`config.mk`:
```
export PLATFORM = sky130hd
export DESIGN_NAME = txfifo_pacer
export DESIGN_NICKNAME = d
export VERILOG_FILES = /design/src/rtl/txpace_pkg.sv /design/src/rtl/txpace_datapath.sv /design/src/rtl/txpace_ctrl.sv /design/src/rtl/txfifo_pacer.sv
export SDC_FILE = /design/constraint.sdc
export NUM_CORES = 1
export LEC_CHECK = 0
export BUFFER_PORTS_ARGS = -buffer_cell sky130_fd_sc_hd__buf_2
export CORE_MARGIN = 2
export CORE_UTILIZATION = 50
export DETAILED_ROUTE_END_ITERATION = 10
export GPL_TIMING_DRIVEN = 0
export PLACE_DENSITY_LB_ADDON = 0.15
export SLEW_MARGIN = 10
export SYNTH_ARGS = -nofsm -noshare
export SYNTH_HDL_FRONTEND = slang
export SYNTH_SLANG_ARGS = --single-unit
export TNS_END_PERCENT = 10
```
`constraint.sdc`:
```
create_clock -name clk -period 12 [get_ports clk]
set_clock_uncertainty 0.15 [all_clocks]
set_input_delay 2.4 -clock clk [delete_from_list [all_inputs] [get_ports clk]]
set_output_delay 2.4 -clock clk [all_outputs]
set_load 0.005 [all_outputs]
```
`src/rtl/txpace_pkg.sv`:
```
package txpace_pkg;
  typedef struct packed {
    logic push;
    logic pop;
    logic flush;
  } txStrobe_t;
endpackage

```
`src/rtl/txpace_datapath.sv`:
```
module txpace_datapath
  import txpace_pkg::*;
#(
  parameter int DATA_W = 32,
  parameter int DEPTH  = 16
) (
  input  logic                         clk,
  input  logic                         rstN,
  input  txStrobe_t                    strobe,
  input  logic [DATA_W-1:0]            wrData,
  output logic [DATA_W-1:0]            rdData,
  output logic [$clog2(DEPTH+1)-1:0]   level
);
  localparam int PTR_W = (DEPTH > 1) ? $clog2(DEPTH) : 1;
  localparam int CNT_W = $clog2(DEPTH + 1);
  localparam logic [PTR_W-1:0] LAST = PTR_W'(DEPTH - 1);

  logic [DATA_W-1:0] store [DEPTH];
  logic [PTR_W-1:0]  wrPtr, rdPtr;

  function automatic logic [PTR_W-1:0] nextPtr(input logic [PTR_W-1:0] p);
    return (p == LAST) ? '0 : p + PTR_W'(1);
  endfunction

  always_ff @(posedge clk) begin
    if (strobe.push) store[wrPtr] <= wrData;
  end

  always_ff @(posedge clk) begin
    if (!rstN || strobe.flush) begin
      wrPtr <= '0;
      rdPtr <= '0;
      level <= '0;
    end else begin
      if (strobe.push) wrPtr <= nextPtr(wrPtr);
      if (strobe.pop)  rdPtr <= nextPtr(rdPtr);
      case ({strobe.push, strobe.pop})
        2'b10:   level <= level + CNT_W'(1);
        2'b01:   level <= level - CNT_W'(1);
        default: level <= level;
      endcase
    end
  end

  assign rdData = store[rdPtr];
endmodule

```
`src/rtl/txpace_ctrl.sv`:
```
module txpace_ctrl
  import txpace_pkg::*;
#(
  parameter int DEPTH = 16
) (
  input  logic                         clk,
  input  logic                         rstN,
  input  logic                         fifoEn,
  input  logic [$clog2(DEPTH+1)-1:0]   evtSize,
  input  logic [$clog2(DEPTH+1)-1:0]   dmaSize,
  input  logic                         hostWrEn,
  input  logic                         portReq,
  input  logic [$clog2(DEPTH+1)-1:0]   level,
  output txStrobe_t                    strobe,
  output logic                         cfgErr,
  output logic                         pacedReq,
  output logic                         popActive
);
  localparam int CNT_W = $clog2(DEPTH + 1);
  localparam logic [CNT_W-1:0] DEPTH_C = CNT_W'(DEPTH);

  logic             outstanding;
  logic [CNT_W-1:0] evtCnt;
  logic             pending;
  logic [CNT_W-1:0] popRemain;
  logic [CNT_W-1:0] freeSpace;
  logic             raise, startChunk, push, pop, modBad;

  always_comb begin
    modBad    = (dmaSize != '0) && ((evtSize % dmaSize) != '0);
    cfgErr    = (evtSize == '0) || (dmaSize == '0) || (evtSize > DEPTH_C) || modBad;
    freeSpace = DEPTH_C - level;
    push      = fifoEn && hostWrEn && (level != DEPTH_C);
    pop       = fifoEn && (popRemain != '0);
    raise     = fifoEn && !cfgErr && !outstanding && (freeSpace >= evtSize);
    startChunk = fifoEn && !cfgErr && pending && (popRemain == '0) && (level >= dmaSize);
    strobe.push  = push;
    strobe.pop   = pop;
    strobe.flush = !fifoEn;
    popActive    = pop;
  end

  always_ff @(posedge clk) begin
    if (!rstN || !fifoEn) begin
      outstanding <= 1'b0;
      evtCnt      <= '0;
      pacedReq    <= 1'b0;
      pending     <= 1'b0;
      popRemain   <= '0;
    end else begin
      pacedReq <= raise;
      if (raise) begin
        outstanding <= 1'b1;
        evtCnt      <= '0;
      end else if (outstanding && push) begin
        if (evtCnt == evtSize - CNT_W'(1)) begin
          outstanding <= 1'b0;
          evtCnt      <= '0;
        end else begin
          evtCnt <= evtCnt + CNT_W'(1);
        end
      end
      pending <= (pending && !startChunk) || portReq;
      if (startChunk)  popRemain <= dmaSize;
      else if (pop)    popRemain <= popRemain - CNT_W'(1);
    end
  end
endmodule

```
`src/rtl/txfifo_pacer.sv`:
```
module txfifo_pacer
  import txpace_pkg::*;
#(
  parameter int DATA_W = 32,
  parameter int DEPTH  = 16
) (
  input  logic                         clk,
  input  logic                         rstN,
  input  logic                         fifoEn,
  input  logic [$clog2(DEPTH+1)-1:0]   evtSize,
  input  logic [$clog2(DEPTH+1)-1:0]   dmaSize,
  output logic                         cfgErr,
  input  logic                         hostWrEn,
  input  logic [DATA_W-1:0]            hostWrData,
  output logic                         hostReq,
  input  logic                         portReq,
  output logic                         portValid,
  output logic [DATA_W-1:0]            portData
);
  localparam int CNT_W = $clog2(DEPTH + 1);

  txStrobe_t         strobe;
  logic [CNT_W-1:0]  level;
  logic [DATA_W-1:0] rdData;
  logic              pacedReq, popActive;

  txpace_ctrl #(.DEPTH(DEPTH)) u_ctrl (
    .clk(clk), .rstN(rstN), .fifoEn(fifoEn), .evtSize(evtSize), .dmaSize(dmaSize),
    .hostWrEn(hostWrEn), .portReq(portReq), .level(level), .strobe(strobe),
    .cfgErr(cfgErr), .pacedReq(pacedReq), .popActive(popActive)
  );

  txpace_datapath #(.DATA_W(DATA_W), .DEPTH(DEPTH)) u_dp (
    .clk(clk), .rstN(rstN), .strobe(strobe), .wrData(hostWrData),
    .rdData(rdData), .level(level)
  );

  assign hostReq   = fifoEn ? pacedReq  : portReq;
  assign portValid = fifoEn ? popActive : hostWrEn;
  assign portData  = fifoEn ? rdData    : hostWrData;
endmodule

```
# --- Word-level counts from Yosys, hierarchy flattened ---
# Memories as Yosys holds them, arrays and structs flattened. A register that Yosys moved wholly into a read port is not among the register bits.
# Cells that the tools add are included.
op_classes:
  n_reduce_logical: 34
  muxes: 16
  div: 1
  eq_ne: 6
  n_addsub: 8
  order_cmp: 3
op_table:
  columns: ["op", "n"]
  rows:
  - ["two-way mux 32 bit", 1]
  - ["two-way mux 4 bit", 4]
  - ["zero test 5 bit", 3]
  - ["two-way mux 5 bit", 3]
  - ["nonzero test 5 bit", 3]
  - ["subtractor 5 x 1 -> 5 bit (second input constant)", 3]
  - ["logical AND 1 bit", 12]
  - ["adder 5 x 1 -> 5 bit (second input constant)", 2]
  - [">= comparator 5 bit", 2]
  - ["one-hot mux 5 bit (2 select lines)", 1]
  - ["adder 4 x 1 -> 4 bit (second input constant)", 2]
  - ["equality test 4 bit (second input constant)", 2]
  - ["nonzero test 2 bit", 4]
  - ["two-way mux 1 bit", 7]
  - ["equality test 5 bit", 1]
  - ["greater-than comparator 5 bit (second input constant)", 1]
  - ["zero test 1 bit", 5]
  - ["logical OR 1 bit", 5]
  - ["modulo 5 x 5 -> 5 bit", 1]
  - ["!= test 5 bit (second input constant)", 1]
  - ["subtractor 5 bit (first input constant)", 1]
  - ["equality test 2 x 1 -> 1 bit (second input constant)", 1]
  - ["equality test 2 bit (second input constant)", 1]
  - ["AND reduction 2 bit", 1]
  - ["OR reduction 2 bit", 1]
word_totals:
  memories: 1
  mem_bits_rw: 512
  reg_bits: 26
memory_table:
  columns: ["memory", "depth", "word_bits", "read_ports", "rd_clocked_by_memory_dff", "wr", "line", "text"]
  rows:
  - ["u_dp.store", 16, 32, 1, 1, 1, "txpace_datapath.sv:18", "logic [DATA_W-1:0] store [DEPTH];"]

# --- Depth between registers and ports, before layout ---
depth:
  ltp_word: 12
  ltp_mapped: 28
  depth_no_buf: 28

# --- By module ---
# A second synthesis with hierarchy kept.
unflattened:
  cells_unflattened: 1183
  hier_area_um2: 22585.4
modules_own_cells:
  columns: ["module", "n_inst", "area_per_inst_um2", "cells_each"]
  rows:
  - ["txpace_datapath", 1, 20050.5, 893]
  - ["txpace_ctrl", 1, 1968.1, 252]
  - ["txfifo_pacer", 1, 566.8, 38]

# --- Worst setup path before layout ---
# OpenSTA, ideal clock, no wires.
synth_path:
  kind: "input to output"
  startpoint: "in dmaSize[3]"
  endpoint: "out cfgErr"
  path_stages: 25
  arrival_ps: 7593
  setup_slack_ps: 1857
  t_required_ps: 9450
  cell_sequence: "nor4_1 > a21oi_1 > a21oi_1 > ha_1 > o31ai_1 > nor3_1 > a221o_1 > ha_1 > and2_1 > o31a_1 > mux2_2 > inv_1 > ha_1 > nand2b_1 > a21o_1 > a21oi_1 > nor2_1 > a21oi_1 > ha_1 > nor2b_1 > o31a_1 > o22ai_1 > nand4_1 > a211oi_2 > nor2_1"
synth_via:
  elab_chain_len: 4
synth_rtl:
  columns: ["element", "line", "text"]
  rows:
  - ["start: declaration", "txfifo_pacer.sv:11", "input logic [$clog2(DEPTH+1)-1:0] dmaSize,"]
  - ["modulo 5 x 5 -> 5 bit / zero test 5 bit (equally long branches)", "txpace_ctrl.sv:30, txpace_ctrl.sv:31", null]
  - ["nonzero test 5 bit / logical OR 1 bit (equally long branches)", "txpace_ctrl.sv:30, txpace_ctrl.sv:31", null]
  - ["logical AND 1 bit / logical OR 1 bit (equally long branches)", "txpace_ctrl.sv:30, txpace_ctrl.sv:31", null]
  - ["logical OR 1 bit (*)", "txpace_ctrl.sv:31", "cfgErr = (evtSize == '0) || (dmaSize == '0) || (evtSize > DEPTH_C) || modBad;"]
  - ["end: declaration", "txfifo_pacer.sv:12", "output logic cfgErr,"]
# Every way passes the cells marked *; elsewhere a longest branch is shown, timed or not.

# --- Final worst setup path ---
layout_path:
  startpoint: "in dmaSize[1]"
  endpoint: "out cfgErr"
# Same word-level chain as after synthesis.

==> summary.txt <==
Place
  • Post-place setup slack: 0.735 ns
  • Final HPWL DP: 31,600 µm
  • RD Place Congestion: 0.804
  • Cell total after placement: 1,783
  • Port Buffers: 80

Route
  • Total routed wirelength: 49,800 µm
  • Via count: 11,200
  • Post-route DRC: 0
  • Iter 0 DRT Violations: 1,009
  • DR WL/cell: 26.4 µm
  • ANT nets after route: 0
  • 1st-pass router iterations: 5
  • Vias per cell: 5.91

Worst setup path
  • CP Capture Type: primary output
  • CP required: 9.45 ns
  • CP peak stage delay: 0.54 ns
  • CP Data Arrival Time: 8.81 ns
  • Critical path type: in -> out
  • Startpoint Class: input port
  • Crit-path slowest cell: nor4_1
  • CP Max Fanout: 5

Synth
  • Synth async-reset ratio: 0
  • Sequential element share of the synthesized area: 0.718
  • Syn avg cell area: 20.7 µm²
  • Warnings from Yosys: 0
  • Mapped cell area: 22,300 µm²
  • Main synth FF type: edfxtp_1
  • EDFF count, synth: 512
  • Post-Syn Instances: 1,077
  • Post-synthesis register bit count: 542
  • Syn Nets: 1,167
  • Distinct cells, synth: 62

Clocking
  • Clk Latency, worst-skew pair: 0.60 ns
  • Root Driver: clkbuf_16
  • CTS buffer count: 55
  • CTS tree: yes
  • Worst-path clk slew: 0.07 ns
  • Total clock sinks: 542
  • Clock Path Buffers: 3
  • PostCTS Resize Cnt: 0
  • H-tree Lvls: 2
  • Post-CTS Setup Inserts: 0
  • Hold-fix buffers, CTS: 0

STA
  • Setup TNS: 0 ns
  • Fin. Hold Viols: 0
  • Period utilization: 0.946
  • RSZ-0062 raised after global routing: no
  • Setup violators final: 0
  • Hold slack: 0.348 ns
  • Max Slew Vio Count: 0
  • Slew margin rel.: 0.192
  • Post-route setup slack: 0.642 ns
  • Worst slew pin tran: 1.21 ns
  • Fin crit period: 11.36 ns
  • F_max: 0.0880 GHz

Floorplan
  • Die ar.: 46,200 µm²
  • Row count: 77
  • Die X: 215 µm
  • Number of I/O pins: 82
  • Starting Density: 0.505
  • DIE HEIGHT: 215 µm
  • Core Box Area: 44,000 µm²

Pwr
  • Leakage Power: 0.00821 µW
  • Switch Pwr: 806 µW
  • Clock share of power: 0.431
  • Worst vdd ir: 137 µV
  • Net Sw Frac: 0.205
  • P_int: 3120 µW
  • Gate power share: 0.040
  • Sequential Power Share: 0.529
  • Power density cells: 152 nW/µm²
  • Tot Pwr: 3920 µW

Global route
  • Congestion Overflow GR: 0
  • GRT Overall Usage: 0.220
  • First-pass GRT wire length: 73,800 µm
  • Vias in the first global route: 11,400
  • Pin count of the biggest net entering global routing: 20
  • Initial antenna violation count: 2

Job
  • Maxcap violations: 0

Layout
  • Area Growth Syn to Fin: 16.0%
  • Finished Layout Cells: 1,887
  • Share of layout cells above drive strength 1: 0.327
  • Ant diodes: 0
  • NumNets Final: 1,338

Worst hold path
  • Hold WC Path Type: reg -> reg

Outcome
  • Outcome: finished clean
[logic make-up (layout without fill, tap and decap cells)]
logic type | after synthesis | after routing | share of synthesized area
muxes | 201 | 201 | 0.182
DFF | 542 | 542 | 0.718
AOI/OAI and AO/OA | 78 | 78 | 0.0268
xor gates and xnor gates | 26 | 26 | 0.0102
and+or+nand+nor | 116 | 116 | 0.0259
adders and majority gates | 43 | 43 | 0.0249
buffers and inverters | 71 | 289 | 0.0121
[layout make-up]
cell class / instances / area, µm²
fillers: 3248 / 18200
repair buffers: 114 / 917
plain buffers: 47 / 181
multi-input cells: 464 / 6120
inverters: 24 / 90.1
flip-flops and latches: 542 / 16000
well taps: 592 / 741
clock buffers: 61 / 1420
clock inverters: 43 / 374
[power groups by stage]
| stage | clock [µW] | sequential (µW) | combinational [µW] |
|---|---|---|---|
| final | 1690 | 2080 | 157 |
| after global routing | 1800 | 2080 | 173 |
| after CTS | 1720 | 2080 | 158 |
| after global placement | 0 | 2120 | 150 |
| after floorplan | 0 | 2120 | 88.6 |
| after detailed placement | 0 | 2120 | 157 |
[sequential cells by signal (all words and copies together), names as in the netlist, named ones only]
signal	count
u_dp.store	512
u_ctrl.popRemain	5
u_ctrl.pending	1
u_ctrl.pacedReq	1
u_dp.level	5
u_ctrl.outstanding	1
u_ctrl.evtCnt	5
u_dp.wrPtr	4
u_dp.rdPtr	4
[cell usage after synthesis (all sizes together), types with 4 or more instances]
master / n / area, µm²
a21o: 7 / 52.6
a21oi: 22 / 110
a31oi: 5 / 46.3
buf: 17 / 66.3
clkbuf: 30 / 113
dfxtp: 30 / 601
edfxtp: 512 / 15400
ha: 41 / 513
inv: 24 / 90.1
mux2: 34 / 383
mux2i: 7 / 70.1
mux4: 160 / 3600
nand2: 22 / 82.6
nand2b: 7 / 43.8
nand3: 4 / 20.0
nand4: 7 / 43.8
nor2: 42 / 160
nor2b: 4 / 25.0
nor3: 13 / 65.1
o21a: 4 / 30.0
o21ai: 9 / 45.0
or3: 5 / 36.3
xnor2: 12 / 105
xor2: 14 / 123
[worst max-delay path, delay by kind of cell]
kind                     cells  cell delay, ns
adder cells (fa/ha/maj)      4            1.10
AND/OR/NAND/NOR              9            1.61
buffers and inverters        2            0.30
AO/OA/AOI/OAI               12            3.38
[routing by layer]
layer  track usage  up-vias  wire [µm]
met1         0.310     5857      21300
met3        0.0469       79       3240
met2         0.358      376      24400
met5             0        -         21
li1              -     4840          -
met4        0.0512        4        907
[per-stage QoR]
stage                      util  instance area, µm²
final                     0.586               25800
after global routing      0.586               25800
after CTS                 0.586               25800
after detailed placement  0.546               24000
after global placement    0.531               23400
after floorplan               -               22300
[path summary, 6_finish.rpt]
| path | startpoint | to | slack (ns) | cells past startpoint |
|---|---|---|---|---|
| setup / recovery | dmaSize[1] | cfgErr | 0.64 | 27 |
| hold reg to reg | u_ctrl.popRemain[4]$_SDFFE_PP0P_ | u_ctrl.popRemain[4]$_SDFFE_PP0P_ | 0.35 | 2 |
| hold / removal | u_ctrl.popRemain[4]$_SDFFE_PP0P_ | u_ctrl.popRemain[4]$_SDFFE_PP0P_ | 0.35 | 2 |
| setup reg to reg | u_ctrl.popRemain[0]$_SDFFE_PP0P_ | u_dp.level[4]$_SDFFE_PP0P_ | 8.41 | 15 |
[layout by cell type, fill, tap and decap left out, drive strengths merged, types with 3 or more instances in the layout]
| master | instances |
|---|---|
| clkbuf | 92 |
| nor3b | 3 |
| edfxtp | 512 |
| nand2 | 22 |
| o21ai | 9 |
| nor2b | 4 |
| nor3 | 13 |
| o21a | 4 |
| dfxtp | 30 |
| xor2 | 14 |
| a21o | 7 |
| mux2 | 34 |
| o31ai | 3 |
| nor2 | 42 |
| nand2b | 7 |
| nand4 | 7 |
| clkinv | 34 |
| ha | 41 |
| or3 | 5 |
| inv | 26 |
| buf | 130 |
| mux2i | 7 |
| a21oi | 22 |
| nand3 | 4 |
| a41oi | 3 |
| a31oi | 5 |
| xnor2 | 12 |
| mux4 | 160 |
| bufinv | 6 |
| and2 | 3 |
Note: power is estimated with default switching activity, not from simulation.
